--- config.mk ---
export PLATFORM = sky130hd
export DESIGN_NAME = adc_seq_ctrl
export DESIGN_NICKNAME = d
export VERILOG_FILES = /design/src/rtl/adc_seq_ctrl.sv
export SDC_FILE = /design/constraint.sdc
export NUM_CORES = 1
export LEC_CHECK = 0
export BUFFER_PORTS_ARGS = -buffer_cell sky130_fd_sc_hd__buf_4
export CAP_MARGIN = 40
export CORE_MARGIN = 2
export CORE_UTILIZATION = 56
export CTS_BUF_LIST = sky130_fd_sc_hd__clkbuf_2 sky130_fd_sc_hd__clkbuf_4 sky130_fd_sc_hd__clkbuf_8
export CTS_CLUSTER_DIAMETER = 50
export DETAILED_ROUTE_END_ITERATION = 10
export GPL_ROUTABILITY_DRIVEN = 1
export PLACE_DENSITY = 0.84
export SYNTH_ARGS = -nofsm -noshare
export SYNTH_HDL_FRONTEND = slang
export SYNTH_SLANG_ARGS = --single-unit
--- constraint.sdc ---
create_clock -name clk -period 5.76 [get_ports clk]
set_input_delay 0.576 -clock clk [delete_from_list [all_inputs] [get_ports clk]]
set_output_delay 0.576 -clock clk [all_outputs]
set_load 0.02 [all_outputs]
--- src/rtl/adc_seq_ctrl.sv ---
module adc_seq_ctrl #(
  parameter int CH_W   = 3,
  parameter int DATA_W = 16
) (
  input  logic              clk,
  input  logic              rst_n,
  input  logic              bus_wr,
  input  logic              bus_rd,
  input  logic [1:0]        bus_addr,
  input  logic [DATA_W-1:0] bus_wdata,
  output logic [DATA_W-1:0] bus_rdata,
  input  logic              hw_trig,
  output logic              conv_start,
  output logic [CH_W-1:0]   conv_ch,
  input  logic              conv_done,
  input  logic [DATA_W-1:0] conv_result,
  output logic              irq_done,
  output logic              irq_ovr
);
  localparam int CFG_W = 2*CH_W + 2;
  localparam logic [1:0] A_CTL = 2'd0, A_CFG = 2'd1, A_STS = 2'd2, A_DAT = 2'd3;

  typedef enum logic [1:0] {S_IDLE, S_ISSUE, S_WAIT} seq_t;
  seq_t st;

  logic en, run, cie, oie, cflag, oflag;
  logic [CFG_W-1:0]  cfg;
  logic [CH_W-1:0]   cur;
  logic [DATA_W-1:0] data;

  wire [CH_W-1:0] ch_first = cfg[CH_W-1:0];
  wire [CH_W-1:0] ch_end   = cfg[2*CH_W-1:CH_W];
  wire            repeat_m = cfg[2*CH_W];
  wire            hw_src   = cfg[2*CH_W+1];
  wire [CH_W-1:0] ch_last  = (ch_end < ch_first) ? ch_first : ch_end;
  wire            last_hit = (cur == ch_last);

  wire ctl_wr  = bus_wr && bus_addr == A_CTL;
  wire cfg_wr  = bus_wr && bus_addr == A_CFG;
  wire sts_wr  = bus_wr && bus_addr == A_STS;
  wire data_rd = bus_rd && bus_addr == A_DAT;
  wire done_ok = (st == S_WAIT) && conv_done;
  wire hw_go   = hw_trig && en && hw_src && !run;

  logic unused_wd;
  assign unused_wd = ^bus_wdata;

  always_ff @(posedge clk or negedge rst_n) begin
    if (!rst_n) begin
      en <= 1'b0; run <= 1'b0; cie <= 1'b0; oie <= 1'b0;
      cfg <= '0; cur <= '0; data <= '0; st <= S_IDLE;
    end else begin
      if (st == S_ISSUE) st <= S_WAIT;
      if (done_ok) begin
        data <= conv_result;
        if (!last_hit) begin
          cur <= cur + 1'b1;
          st  <= S_ISSUE;
        end else if (repeat_m) begin
          cur <= ch_first;
          st  <= S_ISSUE;
        end else begin
          run <= 1'b0;
          st  <= S_IDLE;
        end
      end
      if (hw_go) begin
        run <= 1'b1;
        cur <= ch_first;
        st  <= S_ISSUE;
      end
      if (ctl_wr) begin
        en  <= bus_wdata[0];
        cie <= bus_wdata[4];
        oie <= bus_wdata[5];
        if (!bus_wdata[0] || !bus_wdata[1]) begin
          run <= 1'b0;
          st  <= S_IDLE;
        end else if (!run) begin
          run <= 1'b1;
          cur <= ch_first;
          st  <= S_ISSUE;
        end
      end
      if (cfg_wr && !en) cfg <= bus_wdata[CFG_W-1:0];
    end
  end

  always_ff @(posedge clk or negedge rst_n) begin
    if (!rst_n) begin
      cflag <= 1'b0;
      oflag <= 1'b0;
    end else begin
      if (done_ok)      cflag <= 1'b1;
      else if (data_rd) cflag <= 1'b0;
      if (done_ok && cflag && !data_rd)  oflag <= 1'b1;
      else if (sts_wr && bus_wdata[1])   oflag <= 1'b0;
    end
  end

  assign conv_start = (st == S_ISSUE);
  assign conv_ch    = cur;
  assign irq_done   = cflag & cie;
  assign irq_ovr    = oflag & oie;

  always_comb begin
    bus_rdata = '0;
    case (bus_addr)
      A_CTL: begin
        bus_rdata[0] = en;  bus_rdata[1] = run;
        bus_rdata[4] = cie; bus_rdata[5] = oie;
      end
      A_CFG: bus_rdata[CFG_W-1:0] = cfg;
      A_STS: begin
        bus_rdata[0] = cflag; bus_rdata[1] = oflag;
      end
      default: bus_rdata = data;
    endcase
  end


  run_needs_en_chk: assert property (@(posedge clk) disable iff (!rst_n) !en |-> !run);

  start_in_run_chk: assert property (@(posedge clk) disable iff (!rst_n) conv_start |-> run);

  flag_on_done_chk: assert property (@(posedge clk) disable iff (!rst_n) done_ok |=> cflag);

  ovr_on_done_chk: assert property (@(posedge clk) disable iff (!rst_n)
    done_ok && cflag && !data_rd |=> oflag);

  single_stop_chk: assert property (@(posedge clk) disable iff (!rst_n)
    done_ok && last_hit && !repeat_m && !ctl_wr |=> !run && !conv_start);

  cfg_locked_chk: assert property (@(posedge clk) disable iff (!rst_n) en |=> $stable(cfg));

  irq_mask_chk: assert property (@(posedge clk) disable iff (!rst_n) !cie |-> !irq_done);
endmodule

==> impl_metrics.yaml, run 1 <==
route:
  drt-initial-drc-count: 96
  wl_mm: 4.28
  ant_nets: 0
  post_drt_wl_per_cell_um: 13.9
  viasPerCell: 5.48
  vias: 1683
  drc: 0
  first_pass_iters: 4
timing:
  tightestPinTransition_ns: 0.441
  fin_setup_tns_ns: 0
  finalCritPeriodShare_pct: 46.9
  setup_violations: 0
  fin_crit_ns: 2.70
  maxSlewViolCount: 0
  fmax_ghz: 0.370
  rsz0062_at_grt: "false"
  relSlewSlack_pct: 70.6
  clock_skew_ns: 0.00778
  finalHoldViolations: 0
floorplan:
  die_area_um2: 3900
  die_w_um: 62.4
  num_rows: 21
  core_area_um2: 3310
  ios: 62
  die_y_um: 62.4
  start_util_pct: 57.7
logic_synthesis:
  synth.area.top_cells: "dfrtp_1, nand2_1, mux2i_1"
  synthArstFlopShare_pct: 100
  synth.avg_cell_area_um2: 9.19
  synthCells: 208
  synthFlopType: "dfrtp_1"
  synth.distinct_cells: 37
  synth_edf_count: 0
  synth.largest_area_cell: "dfrtp_1"
  synth_commonest_cells: "nand2_1, dfrtp_1"
  syn_area_um2: 1910
  synth_top_area_share_pct: 45.8
  synth-seq-cells: 35
  syn-num-nets: 251
  yosysMostFrequentCell: "nand2_1"
  synth_seq_area_share_pct: 45.8
  synth_warnings: 0
place:
  dp_hpwl_mm: 3.04
  globalplace.congestion: 0.802
  port_buffers: 53
  place_inst: 299
clock_tree:
  clock-sinks: 35
  clk_pin_slew_ns: 0.11
  clkLatencyLatePin_ns: 0.34
  cts_max_path_buffers: 2
  htree_levels: 2
  tritoncts: "done"
  cts_buffers: 5
  post_cts_resized: 0
  cts_hold_buf: 0
  post_cts_buffers: 0
  root_buffer: "clkbuf_4"
power:
  irDropWorstVdd_v: 0.000229
  power_density_nw_per_um2: 431
  p_leak_nw: 1.23
  p_total_mw: 1.04
worst_setup_path:
  worstPathRequired_ns: 5.99
  worst_ep_arrival_time_ns: 2.94
  worst-path-buf-inv: 1
  critPathMaxFanout: 7
  cpPeakStageDelay_ns: 0.43
  critPathKind: "reg2reg"
  crit_slowest_cell: "dfrtp_1"
  critPathTopFamily: "compound AO/OA/AOI/OAI gates"
  cp_cell_sequence: "inv_1 -> ha_1 -> a21oi_2 -> o21a_1 -> o211ai_1 -> a211oi_4 -> mux2_1 -> a221o_1"
  endpoint_kind: "flip-flop"
  startpoint_type: "flip-flop"
final_layout:
  fillers: 287
  diodes: 0
  fin_nets: 303
  area_growth_pct: 26.0
  post_route_cells_drive_above_1_share_pct: 29.1
  final_cells: 307
  finish.utilization_pct: 72.8
global_routing:
  gr-total-overflow: 0
  grt_antenna_before_repair: 0
  grt_pass1_vias: 1738
  track_usage_pct: 25.1
  grt_max_degree: 36
  grt_pass1_wl_mm: 7.78
flow_run:
  cap_violations: 0
status:
  status: "finished clean"
worst_hold_path:
  hold_class: "in2async"
placed cells by master, fill, tap and decap left out, types with 2 or more instances in the layout:
cell type	count
a21oi_1	7
a21oi_2	2
and2_1	2
and3_1	8
buf_4	55
clkbuf_4	6
clkbuf_8	2
dfrtp_1	35
ha_1	3
inv_1	5
mux2_2	5
mux2i_1	8
mux4_2	2
nand2_1	71
nand3_1	3
nand4b_1	2
nor2_1	2
nor2b_1	7
nor3_1	3
o211ai_1	5
o21ai_0	8
o21ai_1	2
xnor2_1	4
layer usage:
layer	global-route usage (%)	up-vias	routed length [um]
met1	31.0	817	1810
met2	43.1	44	2140
li1	-	816	-
met4	6.67	0	47
met5	0	-	0
met3	7.57	6	280
worst paths after layout:
kind / start / to / slack, ns / cells after the start
max: cfg[2] / conv_ch[1] / 3.06 / 8
min: rst_n / st[1] / 0.17 / 1
max reg2reg: cfg[2] / conv_ch[1] / 3.06 / 8
min reg2reg: data[8] / data[8] / 0.48 / 2
max in group asynchronous: rst_n / data[6] / 5.28 / 1
min in group clk: conv_result[12] / data[12] / 0.42 / 3
cell families after synthesis:
kind of cell,Yosys count,share of synthesized area (%)
AND/OR/NAND/NOR,102,24.1
multiplexers,17,10.9
XOR/XNOR,4,1.83
flip-flops,35,45.8
adder cells (fa/ha/maj),3,1.96
AO/OA/AOI/OAI,32,12.1
buffers and inverters,15,3.34
state kept, by name, summed over array words and instances, names as in the netlist:
register,flops
en,1
run,1
conv_ch,3
data,16
cfg,8
oflag,1
oie,1
cie,1
st,2
cflag,1
report_power, final:
part / switching [mW] / internal (mW) / total, mW
clock network: 0.0803 / 0.0765 / 0.157
logic: 0.247 / 0.212 / 0.459
registers: 0.0808 / 0.342 / 0.423
area by class of cell:
| type | count | area (um2) | share of cell area [%] |
|---|---|---|---|
| flip-flops and latches | 35 | 876 | 36.3 |
| clock buffers | 8 | 72.6 | 3.01 |
| well taps | 46 | 57.6 | 2.39 |
| inverters | 5 | 18.8 | 0.779 |
| repair buffers | 55 | 413 | 17.1 |
| multi-input cells | 158 | 972 | 40.3 |
stage by stage:
stage	setup WS, ns	area, um2	hold WS [ns]
3_5_place_dp	3.07	2340	0.455
4_1_cts	3.04	2410	0.181
3_3_place_gp	3.16	2340	0.450
2_1_floorplan	3.38	1910	0.280
6_report	3.06	2410	0.171
5_1_grt	2.89	2410	0.186
(Power assumes the default switching activity.)
==> run 2, diff against run 1 <==
--- a/config.mk
+++ b/config.mk
@@ -5,15 +5,16 @@
 export SDC_FILE = /design/constraint.sdc
 export NUM_CORES = 1
 export LEC_CHECK = 0
+export ABC_AREA = 1
 export BUFFER_PORTS_ARGS = -buffer_cell sky130_fd_sc_hd__buf_4
 export CAP_MARGIN = 40
 export CORE_MARGIN = 2
-export CORE_UTILIZATION = 56
+export CORE_UTILIZATION = 47
 export CTS_BUF_LIST = sky130_fd_sc_hd__clkbuf_2 sky130_fd_sc_hd__clkbuf_4 sky130_fd_sc_hd__clkbuf_8
 export CTS_CLUSTER_DIAMETER = 50
 export DETAILED_ROUTE_END_ITERATION = 10
 export GPL_ROUTABILITY_DRIVEN = 1
-export PLACE_DENSITY = 0.84
+export PLACE_DENSITY = 0.74
 export SYNTH_ARGS = -nofsm -noshare
 export SYNTH_HDL_FRONTEND = slang
 export SYNTH_SLANG_ARGS = --single-unit
==> constraint.sdc (replaced) <==
create_clock -name clk -period 2.25 [get_ports clk]
set_input_delay 0.225 -clock clk [delete_from_list [all_inputs] [get_ports clk]]
set_output_delay 0.225 -clock clk [all_outputs]
set_load 0.02 [all_outputs]
==> run 2 against run 1 <==
  * Sequential share of layout area fell by 1.4 points
  * Clock-buffer cell count is 1 lower
  * Global-route usage fell by 2.9 points
  * Non-clock buffer count rose by 1
  * Sequential power rose to 2.5 times the previous value
  * Worst setup slack lost 2.8 ns
  * Largest cell class unchanged
  * Largest power group unchanged
==> impl_metrics.yaml, run 2 <==
power:
  power_density_nw_per_um2: 1140
  p_leak_nw: 1.32
  clkPwrFrac_pct: 16.1
  internal_power_mw: 1.65
  power.share.combinational_pct: 46.5
  pwr-share-seq_pct: 37.4
  p_sw_mw: 1.21
  irDropWorstVdd_v: 0.000457
  swShare_pct: 42.4
clock_tree:
  clk_pin_slew_ns: 0.07
  root_buffer: "clkbuf_8"
  clkLatencyLatePin_ns: 0.28
  cts_max_path_buffers: 2
  clock-sinks: 35
  htree_levels: 2
  post_cts_resized: 0
  cts_buffers: 5
  post_cts_buffers: 0
  tritoncts: "done"
route:
  post_drt_wl_per_cell_um: 12.4
  vias: 1799
  viasPerCell: 4.92
  wl_mm: 4.52
  first_pass_iters: 4
  drc: 0
  ant_nets: 0
  drt-initial-drc-count: 136
logic_synthesis:
  synth-seq-cells: 35
  syn-num-nets: 300
  synth_warnings: 0
  synth_top_area_share_pct: 44.7
  synthFlopType: "dfrtp_1"
  synth.distinct_cells: 29
  syn_area_um2: 1960
  synthArstFlopShare_pct: 100
  synth.largest_area_cell: "dfrtp_1"
  synth_edf_count: 0
  synth.area.top_cells: "dfrtp_1, nand2_1, inv_1"
  synth_seq_area_share_pct: 44.7
  synth.avg_cell_area_um2: 7.62
  synth_commonest_cells: "nand2_1, dfrtp_1, inv_1"
  synthCells: 257
  yosysMostFrequentCell: "nand2_1"
worst_setup_path:
  reg2reg_to: "st[0]"
  startpoint: "cfg[2]"
  r2r_slack_ns: 0.29
  critPathKind: "reg2reg"
  worstReg2RegStart: "cfg[2]"
  cpPeakStageDelay_ns: 0.39
  endpoint_kind: "flip-flop"
  critPathMaxFanout: 8
  startpoint_type: "flip-flop"
  worstPathRequired_ns: 2.42
  reg2reg_depth: 10
  endpoint: "st[0]"
  cp_cell_sequence: "inv_1 -> ha_1 -> a21oi_4 -> nand3_1 -> nand2_1 -> nand2_2 -> nand2_4 -> nand3_4 -> o21ai_1 -> a21oi_1"
  crit_slowest_cell: "dfrtp_1"
  worst_ep_arrival_time_ns: 2.13
timing:
  finalCritPeriodShare_pct: 87.2
  finalHoldViolations: 0
  fmax_ghz: 0.510
  rsz0062_at_grt: "false"
  fin_crit_ns: 1.96
  setup_violations: 0
  setup_slack_ns: 0.288
  relSlewSlack_pct: 67.3
  tightestPinTransition_ns: 0.490
  clock_skew_ns: 0.00794
  fin_setup_tns_ns: 0
  maxSlewViolCount: 0
final_layout:
  design_area_um2: 2510
  post_route_cells_drive_above_1_share_pct: 26.6
  final_cell_mix: "nand2_1, buf_4, dfrtp_1"
  final_common_cell: "nand2_1"
  regMostFlops: "data"
  diodes: 0
  fin_nets: 358
  area_growth_pct: 27.9
  largest_reg_flops: 16
global_routing:
  gr-total-overflow: 0
  grt_max_degree: 36
  grt_antenna_before_repair: 0
  grt_pass1_vias: 1723
  grt_pass1_wl_mm: 7.71
  track_usage_pct: 22.2
place:
  globalplace.congestion: 0.895
  pre_cts_slack_ns: 0.288
  port_buffers: 53
  placed_area_um2: 2410
  dp_hpwl_mm: 3.43
status:
  status: "finished clean"
floorplan:
  num_rows: 23
  start_util_pct: 49.0
  ios: 62
  die_area_um2: 4700
  die_y_um: 68.6
  core_area_um2: 4000
  die_w_um: 68.6
worst_hold_path:
  hold_class: "in2reg"
  hp-start: "conv_result[0]"
flow_run:
  cap_violations: 0
[run 2: cell count changes after synthesis, sizes merged, moves of 5 or more]
cell and delta:
inv +28, clkbuf -5, nand3 +11, mux2i -8, nand2 +20, nand4 +5
nor2b -7, o21ai +16, mux2 -6, a21oi +5, and3 -8, nor2 +16
[run 2: repair_timing]
item | CTS | global route
hold buffers | 1 | 0
endpoints found under the setup margin | 0 | 0
hold endpoints to repair | 35 | 0
[run 2: final cells by class]
| class | instances | area, um2 |
|---|---|---|
| inverter | 35 | 131 |
| tap | 50 | 62.6 |
| clock inverter | 1 | 5.00 |
| sequential | 35 | 876 |
| multi-input combinational | 182 | 925 |
| timing repair buffer | 56 | 423 |
| fill | 379 | 1490 |
| clock buffer | 7 | 83.8 |
[run 2: per-layer routing]
metal  up-vias  part of all wire (%)  routed length [um]  global-route usage (%)
met5         -                     0                   0                       0
met4         0                  0.80                  36                    6.75
met3         4                   4.8                 219                    5.03
met2        42                    50                2260                    36.9
met1       821                    44                2010                    28.7
li1        932                     -                   -                       -
[run 2: kinds of logic (layout without fill, tap and decap cells)]
family	Yosys count	count (layout)	synth area share, %
buffers and inverters	40	99	8.11
DFF	35	35	44.7
and+or+nand+nor	131	131	30.1
xor gates and xnor gates	1	1	0.447
muxes	1	1	0.575
adders and majority gates	3	3	1.92
AOI/OAI and AO/OA	46	46	14.1
[run 2: worst max-delay path, delay by kind of cell (launching register included)]
kind	cells	cell delay, ns
buffers and inverters	1	0.14
AOI/OAI and AO/OA	3	0.52
DFF	1	0.39
adders and majority gates	1	0.29
and+or+nand+nor	5	0.50
[run 2: worst min path at each step]
stage | to | cells after the start | slack (ns)
detailed placement | data[1] | 1 | 0.21
global placement | data[1] | 1 | 0.21
CTS | data[0] | 3 | 0.12
floorplan | cfg[0] | 0 | -0.07
global route | data[4] | 3 | 0.12
finish | data[0] | 3 | 0.13
[run 2: power by group through the flow]
stage	clock, mW	combinational (mW)	sequential, mW
after global routing	0.499	1.52	1.11
after floorplan	0	0.952	1.06
after global placement	0	1.31	1.08
after CTS	0.473	1.34	1.07
after detailed placement	0	1.34	1.08
final	0.462	1.33	1.07
[run 2: stage by stage]
stage | std cells | util [%] | total power, mW | hold slack, ns
2_1_floorplan | 257 | - | 2.01 | -0.0706
3_3_place_gp | 357 | 60.2 | 2.39 | 0.207
3_5_place_dp | 357 | 60.2 | 2.42 | 0.208
4_1_cts | 366 | 62.7 | 2.89 | 0.125
5_1_grt | 366 | 62.7 | 3.13 | 0.124
6_report | 366 | 62.7 | 2.86 | 0.133
